`src/rtl/seq_pkg.sv`:
```
package seq_pkg;
  localparam int NUM_CH = 6;
  localparam int PAGE_W = 16;
  localparam int ADDR_W = PAGE_W + 8;
  localparam int CH_W   = $clog2(NUM_CH);
  localparam int LVL_W  = 8;
  localparam int MVOL_W = 6;

  typedef struct packed {
    logic [NUM_CH-1:0] keyOn;
    logic [NUM_CH-1:0] step;
    logic              pageWr;
    logic              pageIsStop;
    logic              pageIsHigh;
    logic              levelWr;
    logic              masterWr;
    logic [CH_W-1:0]   regCh;
    logic [7:0]        wrData;
  } seq_strobe_t;
endpackage

```
`src/rtl/seq_ctrl.sv`:
```
module seq_ctrl
  import seq_pkg::*;
(
  input  logic              clk,
  input  logic              rstN,
  input  logic              regWrEn,
  input  logic [7:0]        regAddr,
  input  logic [7:0]        regWrData,
  input  logic              memAck,
  input  logic [NUM_CH-1:0] atLast,
  output logic              memReq,
  output logic [CH_W-1:0]   memChan,
  output logic [NUM_CH-1:0] endPulse,
  output logic [NUM_CH-1:0] chanActive,
  output seq_strobe_t       strb
);
  localparam logic [CH_W-1:0] LAST_CH = CH_W'(NUM_CH - 1);

  logic              cmdWr;
  logic [NUM_CH-1:0] keyOn, keyOff, stepOh, finish;
  logic [CH_W-1:0]   rrPtr, grant;
  logic              ack;

  assign cmdWr  = regWrEn && (regAddr == 8'h00);
  assign keyOn  = (cmdWr && !regWrData[7]) ? regWrData[NUM_CH-1:0] : '0;
  assign keyOff = (cmdWr &&  regWrData[7]) ? regWrData[NUM_CH-1:0] : '0;

  always_comb begin
    logic found;
    int idx;
    found = 1'b0;
    grant = '0;
    for (int k = 0; k < NUM_CH; k++) begin
      idx = int'(rrPtr) + k;
      if (idx >= NUM_CH) idx = idx - NUM_CH;
      if (!found && chanActive[idx]) begin
        found = 1'b1;
        grant = CH_W'(idx);
      end
    end
  end

  assign memReq  = |chanActive;
  assign memChan = grant;
  assign ack     = memReq && memAck;

  always_comb begin
    stepOh = '0;
    if (ack) stepOh[grant] = 1'b1;
  end

  assign finish = stepOh & atLast & ~keyOn & ~keyOff;

  always_ff @(posedge clk) begin
    if (!rstN) begin
      chanActive <= '0;
      endPulse   <= '0;
      rrPtr      <= '0;
    end else begin
      chanActive <= (chanActive & ~keyOff & ~finish) | keyOn;
      endPulse   <= finish;
      if (ack) rrPtr <= (grant == LAST_CH) ? '0 : grant + 1'b1;
    end
  end

  always_comb begin
    strb            = '0;
    strb.keyOn      = keyOn;
    strb.step       = stepOh & ~keyOn;
    strb.pageWr     = regWrEn && (regAddr[7:6] == 2'b00) &&
                      ((regAddr[5:4] == 2'b01) || (regAddr[5:4] == 2'b10)) &&
                      (int'(regAddr[2:0]) < NUM_CH);
    strb.pageIsStop = regAddr[5];
    strb.pageIsHigh = regAddr[3];
    strb.levelWr    = regWrEn && (regAddr[7:3] == 5'b00001) &&
                      (int'(regAddr[2:0]) < NUM_CH);
    strb.masterWr   = regWrEn && (regAddr == 8'h01);
    strb.regCh      = regAddr[CH_W-1:0];
    strb.wrData     = regWrData;
  end

  // an end pulse always follows an accepted request
  assert_end_after_ack_R7: assert property (@(posedge clk) disable iff (!rstN)
    (|endPulse) |-> $past(memReq && memAck));
  // a channel is idle while its end pulse is shown
  assert_end_idle_R7: assert property (@(posedge clk) disable iff (!rstN)
    (|endPulse) |-> ((endPulse & chanActive) == '0));
  // no end pulse lasts two cycles
  assert_end_single_R7: assert property (@(posedge clk) disable iff (!rstN)
    (|endPulse) |=> ((endPulse & $past(endPulse)) == '0));
  // a stop command never produces an end pulse
  assert_stop_no_end_R3: assert property (@(posedge clk) disable iff (!rstN)
    (|keyOff) |=> ((endPulse & $past(keyOff)) == '0));
  // the grant targets a running channel
  assert_grant_active_R6: assert property (@(posedge clk) disable iff (!rstN)
    memReq |-> chanActive[memChan]);
endmodule

```
`src/rtl/seq_datapath.sv`:
```
module seq_datapath
  import seq_pkg::*;
(
  input  logic                    clk,
  input  logic                    rstN,
  input  seq_strobe_t             strb,
  input  logic [CH_W-1:0]         memChan,
  output logic [ADDR_W-1:0]       memAddr,
  output logic [NUM_CH-1:0]       atLast,
  output logic [MVOL_W-1:0]       masterVol,
  output logic [NUM_CH*LVL_W-1:0] chanLevel
);
  logic [PAGE_W-1:0] startPage [NUM_CH];
  logic [PAGE_W-1:0] stopPage  [NUM_CH];
  logic [ADDR_W-1:0] byteAddr  [NUM_CH];
  logic [LVL_W-1:0]  level     [NUM_CH];

  for (genvar i = 0; i < NUM_CH; i++) begin : g_ch
    logic regHit;
    assign regHit = (int'(strb.regCh) == i);

    always_ff @(posedge clk) begin
      if (!rstN) begin
        startPage[i] <= '0;
        stopPage[i]  <= '0;
        byteAddr[i]  <= '0;
        level[i]     <= '0;
      end else begin
        if (strb.pageWr && regHit) begin
          if (strb.pageIsStop) begin
            if (strb.pageIsHigh) stopPage[i][15:8] <= strb.wrData;
            else                 stopPage[i][7:0]  <= strb.wrData;
          end else begin
            if (strb.pageIsHigh) startPage[i][15:8] <= strb.wrData;
            else                 startPage[i][7:0]  <= strb.wrData;
          end
        end
        if (strb.levelWr && regHit) level[i] <= strb.wrData;
        if (strb.keyOn[i])     byteAddr[i] <= {startPage[i], 8'h00};
        else if (strb.step[i]) byteAddr[i] <= byteAddr[i] + 1'b1;
      end
    end

    assign atLast[i] = (byteAddr[i] == {stopPage[i], 8'hFF});
    assign chanLevel[i*LVL_W +: LVL_W] = level[i];

    // a start loads the first byte of the start page
    assert_start_load_R2: assert property (@(posedge clk) disable iff (!rstN)
      strb.keyOn[i] |=> (byteAddr[i] == {$past(startPage[i]), 8'h00}));
    // an accepted step adds exactly one
    assert_step_one_R5: assert property (@(posedge clk) disable iff (!rstN)
      strb.step[i] |=> (byteAddr[i] == $past(byteAddr[i]) + 1'b1));
  end

  always_ff @(posedge clk) begin
    if (!rstN) masterVol <= '0;
    else if (strb.masterWr) masterVol <= strb.wrData[MVOL_W-1:0];
  end

  assign memAddr = (int'(memChan) < NUM_CH) ? byteAddr[memChan] : '0;
endmodule

```
`src/rtl/smp_seq_top.sv`:
```
module smp_seq_top
  import seq_pkg::*;
(
  input  logic         clk,
  input  logic         rstN,
  input  logic         regWrEn,
  input  logic [7:0]   regAddr,
  input  logic [7:0]   regWrData,
  output logic         memReq,
  output logic [2:0]   memChan,
  output logic [23:0]  memAddr,
  input  logic         memAck,
  output logic [5:0]   endPulse,
  output logic [5:0]   chanActive,
  output logic [5:0]   masterVol,
  output logic [47:0]  chanLevel
);
  seq_strobe_t       strb;
  logic [NUM_CH-1:0] atLast;

  seq_ctrl u_ctrl (
    .clk(clk), .rstN(rstN), .regWrEn(regWrEn), .regAddr(regAddr),
    .regWrData(regWrData), .memAck(memAck), .atLast(atLast),
    .memReq(memReq), .memChan(memChan), .endPulse(endPulse),
    .chanActive(chanActive), .strb(strb)
  );

  seq_datapath u_dp (
    .clk(clk), .rstN(rstN), .strb(strb), .memChan(memChan),
    .memAddr(memAddr), .atLast(atLast), .masterVol(masterVol),
    .chanLevel(chanLevel)
  );
endmodule

```
`config.mk`:
```
export PLATFORM = sky130hd
export DESIGN_NAME = smp_seq_top
export DESIGN_NICKNAME = d
export VERILOG_FILES = /design/src/rtl/seq_pkg.sv /design/src/rtl/seq_ctrl.sv /design/src/rtl/seq_datapath.sv /design/src/rtl/smp_seq_top.sv
export SDC_FILE = /design/constraint.sdc
export NUM_CORES = 1
export LEC_CHECK = 0
export BUFFER_PORTS_ARGS = -buffer_cell sky130_fd_sc_hd__buf_2
export CORE_ASPECT_RATIO = 2
export CORE_MARGIN = 10
export CORE_UTILIZATION = 45
export CTS_CLUSTER_SIZE = 14
export DETAILED_ROUTE_END_ITERATION = 10
export SETUP_SLACK_MARGIN = 0.4
export SYNTH_ARGS = -nofsm -noshare
export SYNTH_HDL_FRONTEND = slang
export SYNTH_SLANG_ARGS = --single-unit
```
`constraint.sdc`:
```
create_clock -name clk -period 8.1 [get_ports clk]
set_input_delay 1.215 -clock clk [delete_from_list [all_inputs] [get_ports clk]]
set_output_delay 1.215 -clock clk [all_outputs]
set_load 0.05 [all_outputs]
```
# == Word level (Yosys, flattened, before mapping) ==
# Memories as Yosys holds them, arrays and structs flattened.
# Cells that the tools add are included.
# Widths: inputs -> output; s select.
# word_totals
register_bits,21
ramBits,384
output_inout_bits,94
mem_count,4
# classes
n_lt_le_gt_ge,16
n_bitwise,52
add_sub_neg,18
n_reduce_logical,39
eq_ne,16
mux,223
# memory_table
memory,words,width,read_ports,rd_clocked_by_memory_dff,write_ports,line_no,rtl
u_dp.byteAddr,6,24,7,0,6,seq_datapath.sv:15,logic [ADDR_W-1:0] byteAddr [NUM_CH];
u_dp.startPage,6,16,6,0,6,seq_datapath.sv:13,logic [PAGE_W-1:0] startPage [NUM_CH];
u_dp.stopPage,6,16,6,0,6,seq_datapath.sv:14,logic [PAGE_W-1:0] stopPage [NUM_CH];
u_dp.level,6,8,6,0,6,seq_datapath.sv:16,logic [LVL_W-1:0] level [NUM_CH];
# op_table
cell,count
$mux 24,13
$mux 8,30
$lt 32x5->1 const B,6
$mux 32,6
$ge 32x4->1 const B,5
$sub 32x4->32 const B,5
$mux 1,157
$add 24x1->24 const B,6
$eq 24x24->1,6
$or 1x1->1,42
$and 6x6->6,6
$logic_and 1x1->1,28
$mux 3,7
$bmux 1 s3,6
$mux 6,3
$not 6->6,3
$eq 3x3->1 const B,5
$add 3x2->4 const B,2
$add 3x3->4 const B,2
$eq 8x1->1 const B,1
$logic_not 8->1,1
$logic_not 1->1,6
$lt 3x3->1 const B,2
$or 6x6->6,1
15 further kinds,15

# == Logic depth before layout (Yosys ltp) ==
# logic_depth
ltp_word,32
depth_mapped,18

# == Hierarchy ==
# From an unflattened synthesis, not the netlist that was laid out.
# hier_totals
cells_unflattened,2064
area_unflattened_um2,22611.7
# by_module_without_submodules
module,instances,cells_per_inst,area_per_inst_um2,seq_area_each_um2
seq_datapath,1,1813,20666.1,11651.2
seq_ctrl,1,251,1945.6,300.3

# == Worst setup path after synthesis ==
# OpenSTA, ideal clock, no wires.
# synth_timing
path_type,register to register
from,register u_ctrl.rrPtr[0]
to,"memory u_dp.byteAddr[1][0] in the netlist's numbering, enable pin"
required_ns,7.662
t_arrival_ns,4.942
setup_ns,0.438
setup_slack_ns,2.719
path_stages_with_launch,19
path_cell_list,dfxtp_1 -> buf_6 -> buf_6 -> inv_1 -> ha_1 -> xor2_1 -> inv_1 -> ha_1 -> a31o_2 -> a211oi_1 -> a21oi_1 -> o21ai_0 -> nand2_1 -> and2_1 -> buf_6 -> inv_4 -> buf_6 -> nand2_1 -> o21ai_0
# synth_lines
element,line_no,rtl
start: declaration,seq_ctrl.sv:21,"logic [CH_W-1:0] rrPtr, grant;"
start signal: assignment,seq_ctrl.sv:62,if (ack) rrPtr <= (grant == LAST_CH) ? '0 : grant + 1'b1;
end: declaration,seq_datapath.sv:15,

# == Worst setup path in the final report ==
# layout_timing
from,register u_ctrl.rrPtr[0]
to,output memAddr[7]
# layout_between
elab_chain_len,23
# layout_lines
element,line_no,rtl
branches (longest 20 deep; another with $sub 32x4->32),--,
$mux 3 (*),seq_ctrl.sv:36,if (!found && chanActive[idx]) begin
$mem_v2 6x24 or $lt 3x3->1 (tied branches),--,
$mux 24 (*),seq_datapath.sv:60,assign memAddr = (int'(memChan) < NUM_CH) ? byteAddr[memChan] : '0;
end: declaration,smp_seq_top.sv:11,"output logic [23:0] memAddr,"
# Mark *: on every way between the ends. The select of a mux whose other input is x is not followed.

==> results.md <==
- Vias in the first global route: between 15000 and 20000
- Fmax: 0.137 GHz
- Mean post-synth cell area: about 11 um^2
- Critical path's top delay family: compound AO/OA/AOI/OAI gates
- Crit end category: output port
- Worst Reg-to-Reg Cells: 13
- Die Y: approximately 330 um
- Setup Fix Bufs, Post-CTS: 0
- Pwr/cell area: around 190 mW/mm^2
- CTS tree: yes
- Synth cell types: between 70 and 80
- GP Congestion: 0.939
- LEAKAGE: approximately 8.4 nW
- Largest net degree at the start of global routing: 51
- RSZ-0062 raised after global routing: no
- First-pass GRT wire length: ~100000 um
- Antenna violations before repair: 1
- Antenna Nets Post-Route: 0
- Top FF cell, synth: edfxtp_1
- Max-Slew Margin vs Limit: 0.153
- Post-CTS Resized: 0
- Hold Fails Final Rpt: 0
- Largest family of logic cells by synthesized area: simple AND/OR/NAND/NOR gates
- Crit path max-delay cell type: dfxtp_1
- Cell Chain, Critical Path: inv_1 -> ha_1 -> inv_1 -> ha_1 -> a31o_2 -> a211oi_1 -> a21oi_1 -> a21o_1 -> a31oi_4 -> nand3_1 -> a21oi_1 -> a211o_1 -> buf_2
- Detailed Routing Iterations Pass 1: 6
- Pin slew with the least headroom to its limit: roughly 1300 ps
- CTS max path bufs: 3
- ANT cells: 0
- Worst min path class: flip-flop to flip-flop
- Cells after synthesis: between 2000 and 2500
- Synth Area in Simple Gates: 0.208
- Root Buffer: clkbuf_16
- Post-route setup TNS: 0 ps
- Levels on crit path: 13
- Maximum VDD drop: 160 uV
- Multi-input gate area: a little over 0.009 mm^2
- Synth Cell Area: between 0.02 and 0.025 mm^2
- Synth warn: 0
- Final Max Slew Viols: 0
- Max-cap viol count: 0
- Synth Area in Adders: 0.0115
- Drt drc: 0
- Final wirelength: around 70000 um
- Core area: around 0.048 mm^2
- WP data required: 6880 ps
- FF/Latch Area: 0.0120 mm^2
- Synthesized flop and latch total: 405
- Boundary Pins: 114
- Total die area: about 0.058 mm^2
- GRT Overall Usage: 0.237
- Pwr Total: ~4.6 mW
- CP max FO: 25
- Post-synthesis mux area share: 0.0203
- Initial Util: 0.456
- Vias post-DR: approximately 16000
- Hold-fix buffers, CTS: 0
- XOR/XNOR Fraction of Synth Area: 0.0948
- Filler cell count in the final layout: 4335
- H-tree depth: 2
- DR iter-0 viols: ~1300
- Crit start category: flip-flop
- Setup Skew: 14.4 ps
- Site Rows: approximately 110
- CTS clk-pin slew, worst paths: ~70 ps
- Layout cells sized above 1: 0.115
- Final setup viols: 0
- Cts bufs inserted: 38
- Gr ovfl total: 0
- Nets: approximately 2100
- Vias/cell: 5.87
- Seq/Total Area, Yosys: 0.550
- Final min period: ~7300 ps
- Synth Net Count: approximately 2000
- CP Class: flip-flop to output port
- Avg WL per Cell: around 26 um
- EDFF count, synth: 384
- Fin crit share: 0.899
- Async SR Flop Fraction: 0
- PortBufs: 113
- Worst path bufs/invs: 3
- Status: finished, final reports clean
- Clock Sink Count: about 410
- Clk_lat worst skew: 550 ps
- Hold depth: 2
- Critical path's largest stage delay: ~950 ps
- Area grow syn2layout: 10.8%
- Compound-Gate Fraction of Synth Area: 0.0880
- Detailed placer's ending HPWL: about 49000 um
- WP data arrival: between 6000 and 7000 ps
- Die Wd: between 150 and 200 um
[logic make-up (layout without fill, tap and decap cells)]
logic type | after synthesis | after routing
and+or+nand+nor | 854 | 854
DFF | 405 | 405
AOI/OAI and AO/OA | 323 | 323
xor gates and xnor gates | 233 | 233
buffers and inverters | 141 | 227
muxes | 39 | 39
adders and majority gates | 20 | 20
[synth_stat cells, types with 13 or more instances]
cell type  count  area, um^2
xnor2_1      129        1130
buf_2         18        90.1
nor2_1       130         488
nor2b_1       13        81.3
a211o_1       25         219
dfxtp_1       21         420
nand2_1      167         627
a21oi_1       57         285
and2_1       252        1580
nor4_1        14        87.6
and3_1        47         294
ha_1          20         250
xor2_1       103         902
o21ai_0      150         751
mux2_2        19         214
nand3_1      128         641
edfxtp_1     384       11500
inv_1         23        86.3
nand4_1       45         282
clkbuf_1      83         312
o21ai_1       36         180
[metrics by stage]
step,setup WS (ps),instance area (um^2),hold WS [ps],cells,util
final,815,24000,526,2733,0.505
after global routing,524,24000,547,2733,0.505
after CTS,941,24000,522,2733,0.505
after detailed placement,1570,22800,507,2667,0.478
after global placement,1680,22800,498,2667,0.478
after floorplan,2720,21700,496,2015,-
[layout by cell type (no fill, tap or decap), types with 22 or more instances in the layout]
master,count
edfxtp_1,384
and2_1,252
nand2_1,167
o21ai_0,145
nor2_1,130
xnor2_1,129
nand3_1,128
buf_2,113
xor2_1,103
a21oi_1,57
and3_1,47
nand4_1,45
clkbuf_16,41
o21ai_1,36
a211o_1,25
inv_1,23
buf_4,22
[report_power, final]
part / total, mW / switching (mW) / internal (mW)
clock network: 1.86 / 0.795 / 1.06
registers: 2.45 / 0.0755 / 2.37
logic: 0.295 / 0.218 / 0.0768
total: 4.60 / 1.09 / 3.51
[per-layer routing]
metal  routed length, um  up-vias  part of all wire  GRT usage
li1                    -     7279                 -          -
met2               37500      661              0.53      0.440
met3                3870      174             0.055     0.0332
met5                  13        -           0.00019          0
met1               24800     7930              0.35      0.251
met4                3940        2             0.056      0.132
[state kept, by name, indices dropped and copies added, names as in the netlist]
name	count
u_dp.stopPage	96
u_dp.startPage	96
u_dp.masterVol	6
u_ctrl.chanActive	6
u_ctrl.endPulse	6
u_dp.byteAddr	144
u_ctrl.rrPtr	3
u_dp.level	48
[cell type report]
cell class,count,area share
clock buffers,56,0.0471
clock inverters,10,0.00510
inverters,26,0.00416
multi-input cells,1469,0.383
flip-flops and latches,405,0.497
well taps,632,0.0329
repair buffers,135,0.0304
[worst reg2reg max path, cell delays in order (launching register included)]
cell and delay (ps):
dfxtp_1 950, inv_1 240, ha_1 590, a2111oi_0 460, o2bb2ai_1 210, nor4_1 430, a31oi_1 140, o211ai_1 380
a31o_2 220, buf_4 470, nand2_2 250, inv_2 260, nand4_1 830, o21ai_0 480
[final timing paths]
kind,from,end,slack (ps)
worst min-delay path,u_dp.startPage[3][15]$_SDFFCE_PN0P_,u_dp.byteAddr[3][23]$_DFFE_PP_,530
worst max-delay path,u_ctrl.rrPtr[0]$_SDFFE_PN0P_,memAddr[7],820
worst min register to register,u_dp.startPage[3][15]$_SDFFCE_PN0P_,u_dp.byteAddr[3][23]$_DFFE_PP_,530
worst max register to register,u_ctrl.rrPtr[0]$_SDFFE_PN0P_,u_dp.byteAddr[3][19]$_DFFE_PP_,2000
(Power assumes the default switching activity.)
